### src/rtl/ttm_pkg.sv
package ttm_pkg;
    localparam int CFG_W    = 32;
    localparam int BYTE_W   = 8;
    localparam int BASE_LSB = 24;
    localparam int MASK_LSB = 16;
    localparam int EN_BIT   = 15;
    localparam int PRIV_LSB = 13;
    localparam int UPA_LSB  = 8;
    localparam int CM_LSB   = 5;
    localparam int WP_BIT   = 2;

    typedef enum logic [1:0] {
        PRIV_USER  = 2'b00,
        PRIV_SUPER = 2'b01,
        PRIV_ANY   = 2'b10,
        PRIV_NONE  = 2'b11
    } priv_e;

    typedef struct packed {
        logic [1:0] upa;
        logic [1:0] cmode;
        logic       wprot;
    } attr_t;

    function automatic logic priv_ok(priv_e sel, logic is_super);
        case (sel)
            PRIV_USER:  return !is_super;
            PRIV_SUPER: return is_super;
            PRIV_ANY:   return 1'b1;
            default:    return 1'b0;
        endcase
    endfunction
endpackage

### src/rtl/ttm_entry.sv
module ttm_entry
    import ttm_pkg::*;
(
    input  logic [CFG_W-1:0]  win_word,
    input  logic [BYTE_W-1:0] addr_hi,
    input  logic              is_super,
    output logic              hit,
    output attr_t             attr
);
    logic [BYTE_W-1:0] base_b;
    logic [BYTE_W-1:0] mask_b;
    logic [BYTE_W-1:0] diff_b;
    priv_e             sel_p;

    always_comb begin
        base_b     = win_word[BASE_LSB +: BYTE_W];
        mask_b     = win_word[MASK_LSB +: BYTE_W];
        sel_p      = priv_e'(win_word[PRIV_LSB +: 2]);
        diff_b     = (addr_hi ^ base_b) & ~mask_b;
        hit        = win_word[EN_BIT] && (diff_b == '0) && priv_ok(sel_p, is_super);
        attr.upa   = win_word[UPA_LSB +: 2];
        attr.cmode = win_word[CM_LSB +: 2];
        attr.wprot = win_word[WP_BIT];
    end
endmodule

### src/rtl/ttm_pick.sv
module ttm_pick
    import ttm_pkg::*;
#(
    parameter int PER_SET = 2,
    localparam int NWIN   = 2 * PER_SET
) (
    input  logic [NWIN-1:0] ent_hit,
    input  attr_t [NWIN-1:0] ent_attr,
    input  logic            use_instr,
    output logic            hit,
    output attr_t           attr
);
    always_comb begin
        hit  = 1'b0;
        attr = '0;
        for (int k = PER_SET - 1; k >= 0; k--) begin
            if (ent_hit[use_instr ? PER_SET + k : k]) begin
                hit  = 1'b1;
                attr = ent_attr[use_instr ? PER_SET + k : k];
            end
        end
    end
endmodule

### src/rtl/tt_xlat_match.sv
module tt_xlat_match
    import ttm_pkg::*;
#(
    parameter int PER_SET = 2,
    parameter int ADDR_W  = 32,
    localparam int NWIN   = 2 * PER_SET,
    localparam int SEL_W  = $clog2(NWIN)
) (
    input  logic              clk,
    input  logic              rst_n,
    input  logic              cfg_we,
    input  logic [SEL_W-1:0]  cfg_sel,
    input  logic [CFG_W-1:0]  cfg_wdata,
    input  logic              acc_valid,
    input  logic [ADDR_W-1:0] acc_addr,
    input  logic              acc_instr,
    input  logic              acc_super,
    input  logic              acc_write,
    output logic              res_valid,
    output logic              res_hit,
    output logic [1:0]        res_cmode,
    output logic              res_wprot,
    output logic [1:0]        res_upa,
    output logic              res_fault,
    output logic              stat_thit
);
    typedef struct packed {
        logic [NWIN-1:0][CFG_W-1:0] win;
        logic                       vld;
        logic                       hit;
        attr_t                      attr;
        logic                       fault;
        logic                       thit;
    } state_t;

    state_t st_d, st_q;

    logic [NWIN-1:0]  ent_hit;
    attr_t [NWIN-1:0] ent_attr;
    logic             pick_hit;
    attr_t            pick_attr;

    for (genvar g = 0; g < NWIN; g++) begin : g_win
        ttm_entry u_ent (
            .win_word (st_q.win[g]),
            .addr_hi  (acc_addr[ADDR_W-1 -: BYTE_W]),
            .is_super (acc_super),
            .hit      (ent_hit[g]),
            .attr     (ent_attr[g])
        );
    end

    ttm_pick #(.PER_SET(PER_SET)) u_pick (
        .ent_hit   (ent_hit),
        .ent_attr  (ent_attr),
        .use_instr (acc_instr),
        .hit       (pick_hit),
        .attr      (pick_attr)
    );

    always_comb begin
        st_d = st_q;
        if (cfg_we) begin
            st_d.win[cfg_sel] = cfg_wdata;
        end
        st_d.vld   = acc_valid;
        st_d.hit   = acc_valid && pick_hit;
        st_d.attr  = (acc_valid && pick_hit) ? pick_attr : '0;
        st_d.fault = acc_valid && pick_hit && acc_write && pick_attr.wprot;
        if (acc_valid) begin
            st_d.thit = pick_hit;
        end
    end

    always_ff @(posedge clk) begin
        if (!rst_n) begin
            st_q <= '0;
        end else begin
            st_q <= st_d;
        end
    end

    assign res_valid = st_q.vld;
    assign res_hit   = st_q.hit;
    assign res_cmode = st_q.attr.cmode;
    assign res_wprot = st_q.attr.wprot;
    assign res_upa   = st_q.attr.upa;
    assign res_fault = st_q.fault;
    assign stat_thit = st_q.thit;
endmodule

### config.mk
export PLATFORM = sky130hd
export DESIGN_NAME = tt_xlat_match
export DESIGN_NICKNAME = d
export VERILOG_FILES = /design/src/rtl/ttm_pkg.sv /design/src/rtl/ttm_entry.sv /design/src/rtl/ttm_pick.sv /design/src/rtl/tt_xlat_match.sv
export SDC_FILE = /design/constraint.sdc
export NUM_CORES = 1
export LEC_CHECK = 0
export ABC_AREA = 1
export BUFFER_PORTS_ARGS = -buffer_cell sky130_fd_sc_hd__buf_2
export CORE_MARGIN = 1
export CORE_UTILIZATION = 50
export DETAILED_ROUTE_END_ITERATION = 8
export PLACE_DENSITY = 0.76
export SLEW_MARGIN = 10
export SYNTH_ARGS = -nofsm -noshare
export SYNTH_HDL_FRONTEND = slang
export SYNTH_SLANG_ARGS = --single-unit
export TNS_END_PERCENT = 30
### constraint.sdc
create_clock -name clk -period 1.4 [get_ports clk]
set_input_delay 0.42 -clock clk [delete_from_list [all_inputs] [get_ports clk]]
set_output_delay 0.42 -clock clk [all_outputs]
set_load 0.01 [all_outputs]
Yosys cells after proc, flatten, opt, wreduce, memory -nomap -nowiden

Index checks and enable logic that the tools add are counted.

Input port bits: 73
Flip-flop bits (word level): 137
Memory bits (read-only): 0
Memories: 0
Bits in writable memories: 0
Logic and storage cells: 82
Latch bits: 0

Shifts and indexed selects: 0
Eq/ne operators: 8
Add/subtract/negate cells: 0
Divide/modulo/power cells: 0
$mul: 0
Mux-type cells: 25
Bitwise gates (word level): 12
$lt $le $gt $ge: 4
Reductions and logical operators: 22

Operators with widths:

| operator            | number |
|---|---|
| $bwmux 128          | 1 |
| $demux 32 s2        | 1 |
| $lt 32x4->1 const B | 2 |
| $and 8x8->8         | 4 |
| $logic_not 8->1     | 4 |
| $mux 32             | 1 |
| $not 8->8           | 4 |
| $xor 8x8->8         | 4 |
| $mux 5              | 6 |
| $bmux 5 s2          | 2 |
| $logic_and 1x1->1   | 12 |
| $pmux 1 s3          | 4 |
| $eq 2x1->1 const B  | 4 |
| $eq 2x2->1 const B  | 4 |
| $logic_not 2->1     | 4 |
| $mux 1              | 6 |
| $bmux 1 s2          | 2 |
| $mux 2              | 2 |
| $lt 2x3->1 const B  | 1 |
| $ge 2x1->1 const B  | 1 |
| $reduce_and 2->1    | 1 |
| $logic_not 1->1     | 1 |

Longest topological paths before layout

Gate-level depths: netlist (run 1).

Word-level depth: 13
Depth in mapped cells: 12

Cells and area by module

A second synthesis (run 1) with hierarchy kept.

Cell total of the unflattened synthesis: 1132
Area, all modules: 6839.1 um^2

Modules (own cells, without submodules):

| module        | times used | sequential area each (um^2) | cells an instance | area an instance (um^2) |
|---|---|---|---|---|
| tt_xlat_match | 1          | 2742.6                      | 850               | 5574.1 |
| ttm_entry     | 4          | 0.0                         | 56                | 252.7 |
| ttm_pick      | 1          | 0.0                         | 58                | 254.0 |

Least setup slack after synthesis (run 1)

Ideal clock, no wire load.

Path type: input -> register
From: in acc_instr
To: reg st_q (netlist bit res_wprot)
Setup time: 110 ps
Data required time: 1290 ps
Stages: 11
Arrival: 1231 ps
Path slack: 59 ps
Cell sequence: inv_2 -> buf_4 -> nand3_1 -> nor2_1 -> nand3_2 -> nand2_4 -> inv_2 -> nand3_1 -> nand2_1 -> nand2_2 -> inv_1

Longest elaborated chain between the ends: 8
Elaborated cells between the ends (all ways): 20

RTL lines:

| element                           | RTL line                       | RTL |
|---|---|---|
| from (decl)                       | tt_xlat_match.sv:16            | `input logic acc_instr,` |
| $mux 2                            | ttm_pick.sv:17, ttm_pick.sv:19 |  |
| $bmux 1 s2                        | ttm_pick.sv:17                 | `if (ent_hit[use_instr ? PER_SET + k : k]) begin` |
| $mux 1 (4 in series)              | ttm_pick.sv:17                 |  |
| $logic_and 1x1->1                 | tt_xlat_match.sv:68            | `st_d.attr = (acc_valid && pick_hit) ? pick_attr : '0;` |
| $reduce_and 2->1 (no source line) | n/a                            |  |
| to (signal assigned)              | tt_xlat_match.sv:79            | `st_q <= st_d;` |
| to (decl)                         | tt_xlat_match.sv:36            | `state_t st_d, st_q;` |

Parallel ways exist; a longest one is shown, timed or not. The select of a mux whose other input is x is not followed.
A chain may end at the register's enable or synchronous reset.

Worst setup path after layout (run 1)

From: reg st_q[134] (netlist bit)
To: reg st_q (netlist bit stat_thit)

Longest elaborated chain between the ends: 10
Elaborated cells between the ends (all ways): 13

RTL lines:

| element                             | RTL line        | RTL |
|---|---|---|
| $xor 8x8->8 (*)                     | ttm_entry.sv:19 | `diff_b = (addr_hi ^ base_b) & ~mask_b;` |
| $and 8x8->8 (*)                     | ttm_entry.sv:19 |  |
| $logic_not 8->1 (*)                 | ttm_entry.sv:20 | `hit = win_word[EN_BIT] && (diff_b == '0) && priv_ok(sel_p, is_super);` |
| $logic_and 1x1->1 (*) (2 in series) | ttm_entry.sv:20 |  |
| $bmux 1 s2                          | ttm_pick.sv:17  |  |
| $mux 1 (3 in series)                | ttm_pick.sv:17  |  |
| $mux 1 (*)                          | ttm_pick.sv:17  |  |

Every way passes the cells marked *; elsewhere a longest branch is shown, timed or not. The select of a mux whose other input is x is not followed.

==> results of run 1 <==
==> area by class of cell <==
cell class	count	share of cell area [%]
clock buffers	11	2.93
clock inverters	5	0.750
inverters	65	4.72
multi-input cells	444	39.8
flip-flops and latches	105	40.7
well taps	108	2.61
repair buffers	70	8.52
==> logic make-up after synthesis <==
kind of cell           after synthesis  synth area share, %
AO/OA/AOI/OAI                      159                 18.0
XOR/XNOR                             1                0.195
buffers and inverters               96                 8.28
flip-flops                         105                 46.9
AND/OR/NAND/NOR                    284                 26.7
==> metrics by stage <==
step / instances / setup WS, ps / utilization (%)
floorplan: 645 / 59.0 / -
global placement: 792 / -256 / 56.6
detailed placement: 792 / -282 / 56.6
CTS: 808 / -3.22 / 58.9
global route: 808 / -113 / 59.3
finish: 808 / 6.58 / 59.3
==> timing repair <==
action / CTS / global route
hold endpoints to repair: 0 / 0
gates cloned: 0 / 0
gates resized for setup: 4 / 13
pin swaps: 3 / 6
buffers inserted: 0 / 0
endpoints found under the setup margin: 3 / 8
==> worst max-delay path: cells and delay by family, from the launching register on <==
family / cells / cell delay (ps)
AND/OR/NAND/NOR: 4 / 380
flip-flops: 1 / 350
AO/OA/AOI/OAI: 3 / 440
buffers and inverters: 2 / 120
==> layer usage <==
layer / wire (um) / up-vias
met1: 4910 / 1902
met5: 0 / -
met2: 5020 / 98
met4: 212 / 0
li1: - / 2164
met3: 537 / 17
==> power by group <==
part,total [W],switching [W],internal [W]
combinational,0.000711,0.000448,0.000262
clock,0.00181,0.00106,0.000754
sequential,0.00319,0.0000623,0.00312
total,0.00571,0.00157,0.00414
==> sequential cells by signal (all words and copies together), names as in the netlist <==
name	flops
st_q	96
res_cmode	2
res_upa	2
res_fault	1
res_hit	1
res_valid	1
res_wprot	1
stat_thit	1
==> layout by cell type (no fill, tap or decap) <==
cell	count
inv_1	57
inv_6	1
nand2_4	2
clkinv_1	1
o21ai_2	2
nand3_2	4
dfxtp_1	103
or2_0	2
a21oi_1	67
clkinv_4	2
nor3_2	1
xnor2_1	1
nand2_1	116
nand2_2	5
nor2_1	99
o21ai_0	88
clkinvlp_4	1
nor2_4	2
clkbuf_8	11
nand3_1	36
nor3_1	1
clkinv_2	1
inv_2	7
buf_4	18
buf_12	3
o21ai_1	1
nand3b_1	9
o31ai_1	1
nor2_2	7
dfxtp_2	2
buf_2	49
==> worst paths after layout <==
check / startpoint / end / slack [ps] / cells past startpoint
setup reg to reg: st_q[134] / stat_thit / 7 / 9
hold reg to reg: st_q[96] / st_q[96] / 450 / 2
setup / recovery: st_q[134] / stat_thit / 7 / 9
hold / removal: acc_valid / stat_thit / 230 / 2
==> results.md, run 1 <==
* Maximum vdd ir drop at 0.000471 V
* Avg Vias per Cell at 5.17
* Clock buffers created by TritonCTS at 9
* Number of synthesized flops with an enable pin at 0
* Initial Utilization at approximately 51%
* Yosys reg bits at 105
* Floorplan core area at 8720 um2
* Count of port buffers added during placement at 49
* Critical path capture point type: flop
* Worst endpoint required time at around 1700 ps
* Area occupied by multi-input gates at 2060 um2
* Cell area after layout at around 5200 um2
* Aggregate global routing overflow at 0
* Period Utilization, post-route at 99.5%
* Signal arrival time at the worst endpoint at between 1500 and 2000 ps
* Starting DRC count in detailed routing at 230
* TritonCTS clock tree: done
* DRC violation count after routing at 0
* Antenna violations before repair at 0
* Critical-path cell with the highest stage delay: dfxtp_1
* Sink count of the clock tree at between 100 and 150
* Worst-case headroom to the max-slew limit at between 70% and 80%
* Hold buffers post-CTS at 0
* Router iterations before antenna repair at 4
* Share of the yosys chip area belonging to registers at 46.9%
* Clk Latency, worst-skew pair at between 300 and 400 ps
* Die outline width at 96.7 um
* Final sum of negative setup slack at 0 ps
* Core Rows at 34
* Power density cells at 1100 nW/um2
* Busiest metal layer after global routing: met2
* Synthesized area at 4490 um2
* Final hold vios at 0
* Met2 track demand over resource at 39.4%
* Seq. cell area at 2100 um2
* Met1 demand-to-capacity share in global routing at 31.6%
* Overall power after layout at 0.00571 W
* Antenna violation net count after detailed routing at 0
* Met3 usage at under 10%
* Routed wire length at about 11000 um
* Post-layout minimum cycle time at around 1400 ps
* Number of global-route vias before repair at between 3000 and 4000
* Fill cell count at 813
* Mean routed wirelength per cell at 13.2 um
* Clock root buffer master: clkbuf_8
* Max Clock Freq at 0.718 GHz
* Post-synth top flop: dfxtp_1
* Tightest hold margin at ~230 ps
* Die Outline Area at 9350 um2
* Top cell types by occurrence after synthesis: 120 x nand2_1, 105 x dfxtp_1, 105 x nor2_1
* Fraction of registers with async set/reset at 0%
* Routed via count at between 4000 and 5000
* Number of H-tree branching levels at 3
* CTS max path bufs at 2
* Largest net degree at the start of global routing at 45
* Number of antenna repair diodes at 0
* Mapped Cells at 645
* Last weighted congestion value of the routability-driven placer at roughly 0.84
* Crit-path cells: inv_1 -> nand2_1 -> nand3_1 -> o21ai_1 -> inv_1 -> nand3_1 -> nand2_4 -> o21ai_2 -> o31ai_1
* Global-route wire length before repair at 18000 um
* Highest fanout seen on the critical path at 7
* Maximum clock skew at final layout at ~15 ps
* Ratio of cells with drive above 1 in the final layout at 16.9%
* Syn Area/Cell at 6.95 um2
* Min-Delay Path Class: input pin to flop
* Tightest Pin Transition at 435 ps
* Leading cell type by number of instances after synthesis: nand2_1
* Synth warn at 0
* Aggregate global-route resource usage at 23.9%
* Vert. Die Dim at ~97 um
* Largest stage delay on the critical path at 350 ps
* P&R area growth vs syn at 15.3%
* Dominant cells by area after synthesis: dfxtp_1 47%, nand2_1 10%, o21ai_0 9.8%, nor2_1 8.8%, a21oi_1 7.5%
* Syn_nets at 718
* Type of the worst setup path: flop to flop
* RSZ-0062 raised after global routing: yes
* Clock input transition at the sequential cells of the worst setup and hold paths at 110 ps
* Top-area cell type share of the netlist area at 46.9%
* Half-perimeter wire length of the detailed placement result at between 7000 and 8000 um
* Count of cell types in the netlist at 25
* Result of the run: complete, no violations
* Number of ports placed on the die boundary at 82
* Library cell occupying the most area in the post-synthesis netlist: dfxtp_1
* Startpoint Class: flop
* Max-slew violations at 0
* Number of nets in the layout at ~770
* Cell area after placement at 4930 um2
* Final-report setup violation count at 0
* Leakage power of the design at between 2 and 2.5 nW
* Max-cap viol count at 0
Power figures use the tool's default switching activity.
==> run 2, diff against run 1 <==
--- a/config.mk
+++ b/config.mk
@@ -8,9 +8,9 @@
 export ABC_AREA = 1
 export BUFFER_PORTS_ARGS = -buffer_cell sky130_fd_sc_hd__buf_2
 export CORE_MARGIN = 1
-export CORE_UTILIZATION = 50
+export CORE_UTILIZATION = 55
 export DETAILED_ROUTE_END_ITERATION = 8
-export PLACE_DENSITY = 0.76
+export PLACE_DENSITY = 0.79
 export SLEW_MARGIN = 10
 export SYNTH_ARGS = -nofsm -noshare
 export SYNTH_HDL_FRONTEND = slang
==> constraint.sdc (replaced) <==
create_clock -name clk -period 1.5 [get_ports clk]
set_input_delay 0.45 -clock clk [delete_from_list [all_inputs] [get_ports clk]]
set_output_delay 0.45 -clock clk [all_outputs]
set_load 0.01 [all_outputs]
==> results.md, run 2 (synthesis results as in run 1) <==
* Critical-path cell with the highest stage delay: dfxtp_1
* RSZ-0062 raised after global routing: yes
* Maximum clock skew at final layout at 13.1 ps
* Largest stage delay on the critical path at 370 ps
* Number of standard cells in the layout, taps in and fillers out at 801
* Number of antenna repair diodes at 0
* Clock root buffer master: clkbuf_8
* Mean routed wirelength per cell at 13.7 um
* P&R area growth vs syn at 16.5%
* Clock buffers created by TritonCTS at 9
* Type of the worst setup path: flop to flop
* Tightest Pin Transition at 449 ps
* Routed via count at 4267
* Leakage power of the design at 2.24 nW
* Worst-case headroom to the max-slew limit at 70.0%
* Post-cts repair resize count at 0
* Final sum of negative setup slack at 0 ps
* Register with the most flip-flops: st_q
* Clock input transition at the sequential cells of the worst setup and hold paths at around 100 ps
* Global-route wire length before repair at 17700 um
* Number of H-tree branching levels at 3
* Half-perimeter wire length of the detailed placement result at 7560 um
* Count of port buffers added during placement at 49
* Last weighted congestion value of the routability-driven placer at 0.771
* Number of global-route vias before repair at 3807
* Hold buffers post-CTS at 0
* Flip-flop count of the largest register after layout at 96
* Ratio of cells with drive above 1 in the final layout at 15.9%
* Max-cap viol count at 0
* Sink count of the clock tree at 105
* CP bufs+invs at 1
* Final-report setup violation count at 0
* Starting DRC count in detailed routing at about 260
* Aggregate global routing overflow at 0
* Critical path capture point type: flop
* Post-layout minimum cycle time at 1410 ps
* Post CTS Setup Buffer Count at 0
* Max Clock Freq at 0.710 GHz
* Final hold vios at 0
* Result of the run: complete, no violations
* Family with the most delay on the worst path: simple AND/OR/NAND/NOR gates
* Number of nets in the layout at roughly 770
* Initial Utilization at 57.5%
* Most frequent cells in the layout: 120 x nand2_1, 104 x nor2_1, 100 x dfxtp_1
* DRC violation count after routing at 0
* Antenna violation net count after detailed routing at 0
* Most common library cell in the layout ignoring fill and taps: nand2_1
* Power density cells at 1100 nW/um2
* Number of cells on the worst reg-to-reg path at 10
* Min-Delay Path Class: input pin to flop
* Maximum vdd ir drop at 0.000683 V
* Antenna violations before repair at 0
* CP dominant cell by count: nand3_1
* Aggregate global-route resource usage at 26.5%
* Vert. Die Dim at 92.3 um
* Crit-path cells: inv_1 -> nand3_1 -> nand3b_1 -> nor2_1 -> nand3_1 -> nand2_4 -> nand3_1 -> nand2_1 -> nand2_2 -> nor2_2
* Period Utilization, post-route at 93.8%
* Avg Vias per Cell at between 5 and 6
* Router iterations before antenna repair at 5
* Highest fanout seen on the critical path at 7
* Number of stages on the worst setup path at 10
* Clk Latency, worst-skew pair at 370 ps
* Signal arrival time at the worst endpoint at 1730 ps
* Max-slew violations at 0
* Largest net degree at the start of global routing at 39
* Floorplan core area at between 7000 and 8000 um2
* CTS max path bufs at 2
* Die outline width at slightly above 90 um
* Hold path depth at 2
* Number of cells after detailed placement at ~790
* Startpoint Class: flop
* Core Rows at 32
* Worst endpoint required time at 1820 ps
* Fill cell count at 674
* Number of ports placed on the die boundary at 82
* TritonCTS clock tree: done
* Die Outline Area at 8520 um2
* Routed wire length at 11000 um
==> run 2: area by class of cell <==
cell class | count | area, um2 | share of cell area [%]
flip-flops and latches | 105 | 2110 | 40.3
multi-input cells | 444 | 2040 | 39.0
repair buffers | 69 | 458 | 8.76
inverters | 65 | 244 | 4.67
well taps | 102 | 128 | 2.44
clock buffers | 9 | 124 | 2.37
clock inverters | 7 | 124 | 2.37
==> run 2: worst paths after layout <==
| path | from | to | slack [ps] |
|---|---|---|---|
| worst max register to register | st_q[119] | res_fault | 90 |
| worst min register to register | st_q[125] | st_q[125] | 460 |
| worst min-delay path | acc_valid | stat_thit | 280 |
| worst max-delay path | st_q[119] | res_fault | 90 |
==> run 2: layer usage <==
metal | wire length [um] | vias up | track usage (%)
li1 | - | 2159 | -
met1 | 4920 | 1965 | 35.4
met2 | 5240 | 131 | 43.7
met3 | 688 | 12 | 6.24
met4 | 112 | 0 | 5.60
met5 | 0 | - | 0
==> run 2: through the flow <==
stage	worst slack (ps)	util, %	cell area, um2	hold slack [ps]	power [W]
6_report	92.5	66.9	5230	277	0.00576
5_1_grt	-10.9	66.9	5230	260	0.00602
4_1_cts	69.8	66.5	5190	268	0.00578
3_5_place_dp	-188	63.3	4940	447	0.00368
3_3_place_gp	-188	63.3	4940	434	0.00365
2_1_floorplan	129	-	4490	424	0.00342
==> run 2: where the power goes <==
part | internal, W | leakage, nW | switching, W | total, W
logic | 0.000246 | 1.26 | 0.000414 | 0.000660
clock network | 0.00113 | 0.121 | 0.000998 | 0.00212
registers | 0.00292 | 0.860 | 0.0000603 | 0.00298
total | 0.00429 | 2.24 | 0.00147 | 0.00576
==> run 3, diff against run 2 <==
==> constraint.sdc (replaced) <==
create_clock -name clk -period 1.57 [get_ports clk]
set_input_delay 0.471 -clock clk [delete_from_list [all_inputs] [get_ports clk]]
set_output_delay 0.471 -clock clk [all_outputs]
set_load 0.01 [all_outputs]
==> results.md, run 3 (synthesis results as in run 1) <==
* Aggregate global-route resource usage at 27.0%
* Antenna violations before repair at 0
* Routed via count at 4270
* Ratio of cells with drive above 1 in the final layout at 14.3%
* Die Outline Area at about 8500 um2
* Core Rows at 32
* Crit-path cells: inv_1 -> nand2_1 -> nand3_1 -> nand2_1 -> nor2_2 -> nand3_2 -> nand2_4 -> inv_2 -> nand3_1 -> nand2_1 -> nand2_2 -> inv_1
* Maximum clock skew at final layout at just over 10 ps
* Die outline width at ~92 um
* Starting DRC count in detailed routing at 266
* Max-cap viol count at 0
* Min-Delay Path Class: input pin to flop
* Register with the most flip-flops: st_q
* Worst endpoint required time at about 1800 ps
* Final-report setup violation count at 0
* Initial Utilization at 57.5%
* DRC violation count after routing at 0
* Type of the worst setup path: flop to flop
* Vert. Die Dim at 92.3 um
* CP dominant cell by count: nand2_1
* Largest net degree at the start of global routing at 39
* Final hold vios at 0
* Number of nets in the layout at 766
* Count of port buffers added during placement at 49
* Half-perimeter wire length of the detailed placement result at 7670 um
* Source of the worst hold timing path: acc_valid
* Hold buffers post-CTS at 0
* CTS max path bufs at 2
* Number of cells on the worst reg-to-reg path at 12
* Number of H-tree branching levels at 3
* Cell area after placement at 4940 um2
* Number of ports placed on the die boundary at 82
* Max Clock Freq at 0.686 GHz
* Tightest hold margin at about 320 ps
* Maximum vdd ir drop at approximately 0.00052 V
* Clock input transition at the sequential cells of the worst setup and hold paths at 90 ps
* Hold path depth at 2
* Startpoint Class: flop
* Last weighted congestion value of the routability-driven placer at 0.807
* Power density cells at 1020 nW/um2
* Crit path launch: st_q[100]
* Leakage power of the design at 2.22 nW
* Clock root buffer master: clkbuf_8
* Final sum of negative setup slack at 0 ps
* Number of global-route vias before repair at 3964
* Sink count of the clock tree at around 110
* Most frequent cells in the layout: 120 x nand2_1, 105 x dfxtp_1, 103 x nor2_1
* Avg Vias per Cell at 5.34
* Clk Latency, worst-skew pair at ~370 ps
* Critical-path cell with the highest stage delay: dfxtp_1
* Capture endpoint of the worst hold path: stat_thit
* Global-route wire length before repair at 18200 um
* Reg2Reg Launch Point: st_q[100]
* Antenna violation net count after detailed routing at 0
* Reg-to-reg critical path endpoint: res_wprot
* Family with the most delay on the worst path: simple AND/OR/NAND/NOR gates
* CP bufs+invs at 3
* Signal arrival time at the worst endpoint at 1730 ps
* Clock buffers created by TritonCTS at 9
* Cell area after layout at 5150 um2
* Post-layout minimum cycle time at 1460 ps
* Result of the run: complete, no violations
* Largest stage delay on the critical path at 320 ps
* Routed wire length at around 11000 um
* Tightest Pin Transition at about 420 ps
* TritonCTS clock tree: done
* Period Utilization, post-route at 92.8%
* Aggregate global routing overflow at 0
* Flip-flop count of the largest register after layout at 96
* Highest fanout seen on the critical path at 5
* Number of antenna repair diodes at 0
* Mean routed wirelength per cell at between 10 and 15 um
* Max-slew violations at 0
* Worst-case headroom to the max-slew limit at 71.7%
* Most common library cell in the layout ignoring fill and taps: nand2_1
* P&R area growth vs syn at 14.8%
* RSZ-0062 raised after global routing: no
* Register-to-Register Setup Slack at ~110 ps
* Router iterations before antenna repair at 4
* Critical path capture point type: flop
* Floorplan core area at 7810 um2
run 3: changes by cell type in the layout (fill, tap and decap cells not counted), moves of 2 or more:
cell / before / now
dfxtp_2: 5 / 0
clkbuf_1: 0 / 2
inv_6: 3 / 0
dfxtp_1: 100 / 105
run 3: worst reg2reg max path: stages (launching register included):
cell and delay (ps):
dfxtp_1 320, inv_1 70, nand2_1 60, nand3_1 110, nand2_1 110, nor2_2 160, nand3_2 110, nand2_4 120
inv_2 70, nand3_1 70, nand2_1 60, nand2_2 70, inv_1 40
run 3: how the worst max path moves through the flow:
stage / end / slack, ps / cells after the start
detailed placement: stat_thit / -160 / 10
finish: res_wprot / 110 / 12
global placement: res_wprot / -150 / 13
CTS: res_wprot / 110 / 12
floorplan: res_wprot / 180 / 11
global route: res_cmode[1] / 3 / 10
run 3: routing by layer:
layer | share of wire (%) | routed length (um) | track usage, %
met4 | 1.7 | 186 | 8.33
met5 | 0 | 0 | 0
met1 | 44 | 4760 | 35.1
met2 | 47 | 5150 | 45.2
met3 | 7.1 | 768 | 5.42
run 3: stage by stage:
| stage | utilization (%) | setup WS [ps] | instances | total power (W) |
|---|---|---|---|---|
| finish | 66.0 | 113 | 799 | 0.00527 |
| global route | 66.0 | 3.31 | 799 | 0.00550 |
| CTS | 65.9 | 107 | 799 | 0.00528 |
| detailed placement | 63.2 | -157 | 784 | 0.00352 |
| global placement | 63.2 | -146 | 784 | 0.00349 |
| floorplan | - | 178 | 645 | 0.00327 |
run 3: layout make-up:
type	instances	area, um2
Clock buffer	12	145
Clock inverter	3	65.1
Fill cell	695	2660
Inverter	65	244
Multi-Input combinational cell	444	2020
Sequential cell	105	2100
Tap cell	102	128
Timing Repair Buffer	68	450
run 3: report_power, final:
group | total (W) | switching (W) | internal [W]
clock | 0.00180 | 0.000863 | 0.000933
combinational | 0.000630 | 0.000397 | 0.000233
sequential | 0.00284 | 0.0000572 | 0.00278
run 3: timing repair:
| item | CTS | global route |
|---|---|---|
| buffers inserted | 0 | 0 |
| gates resized for setup | 0 | 2 |
| endpoints found under the setup margin | 0 | 2 |
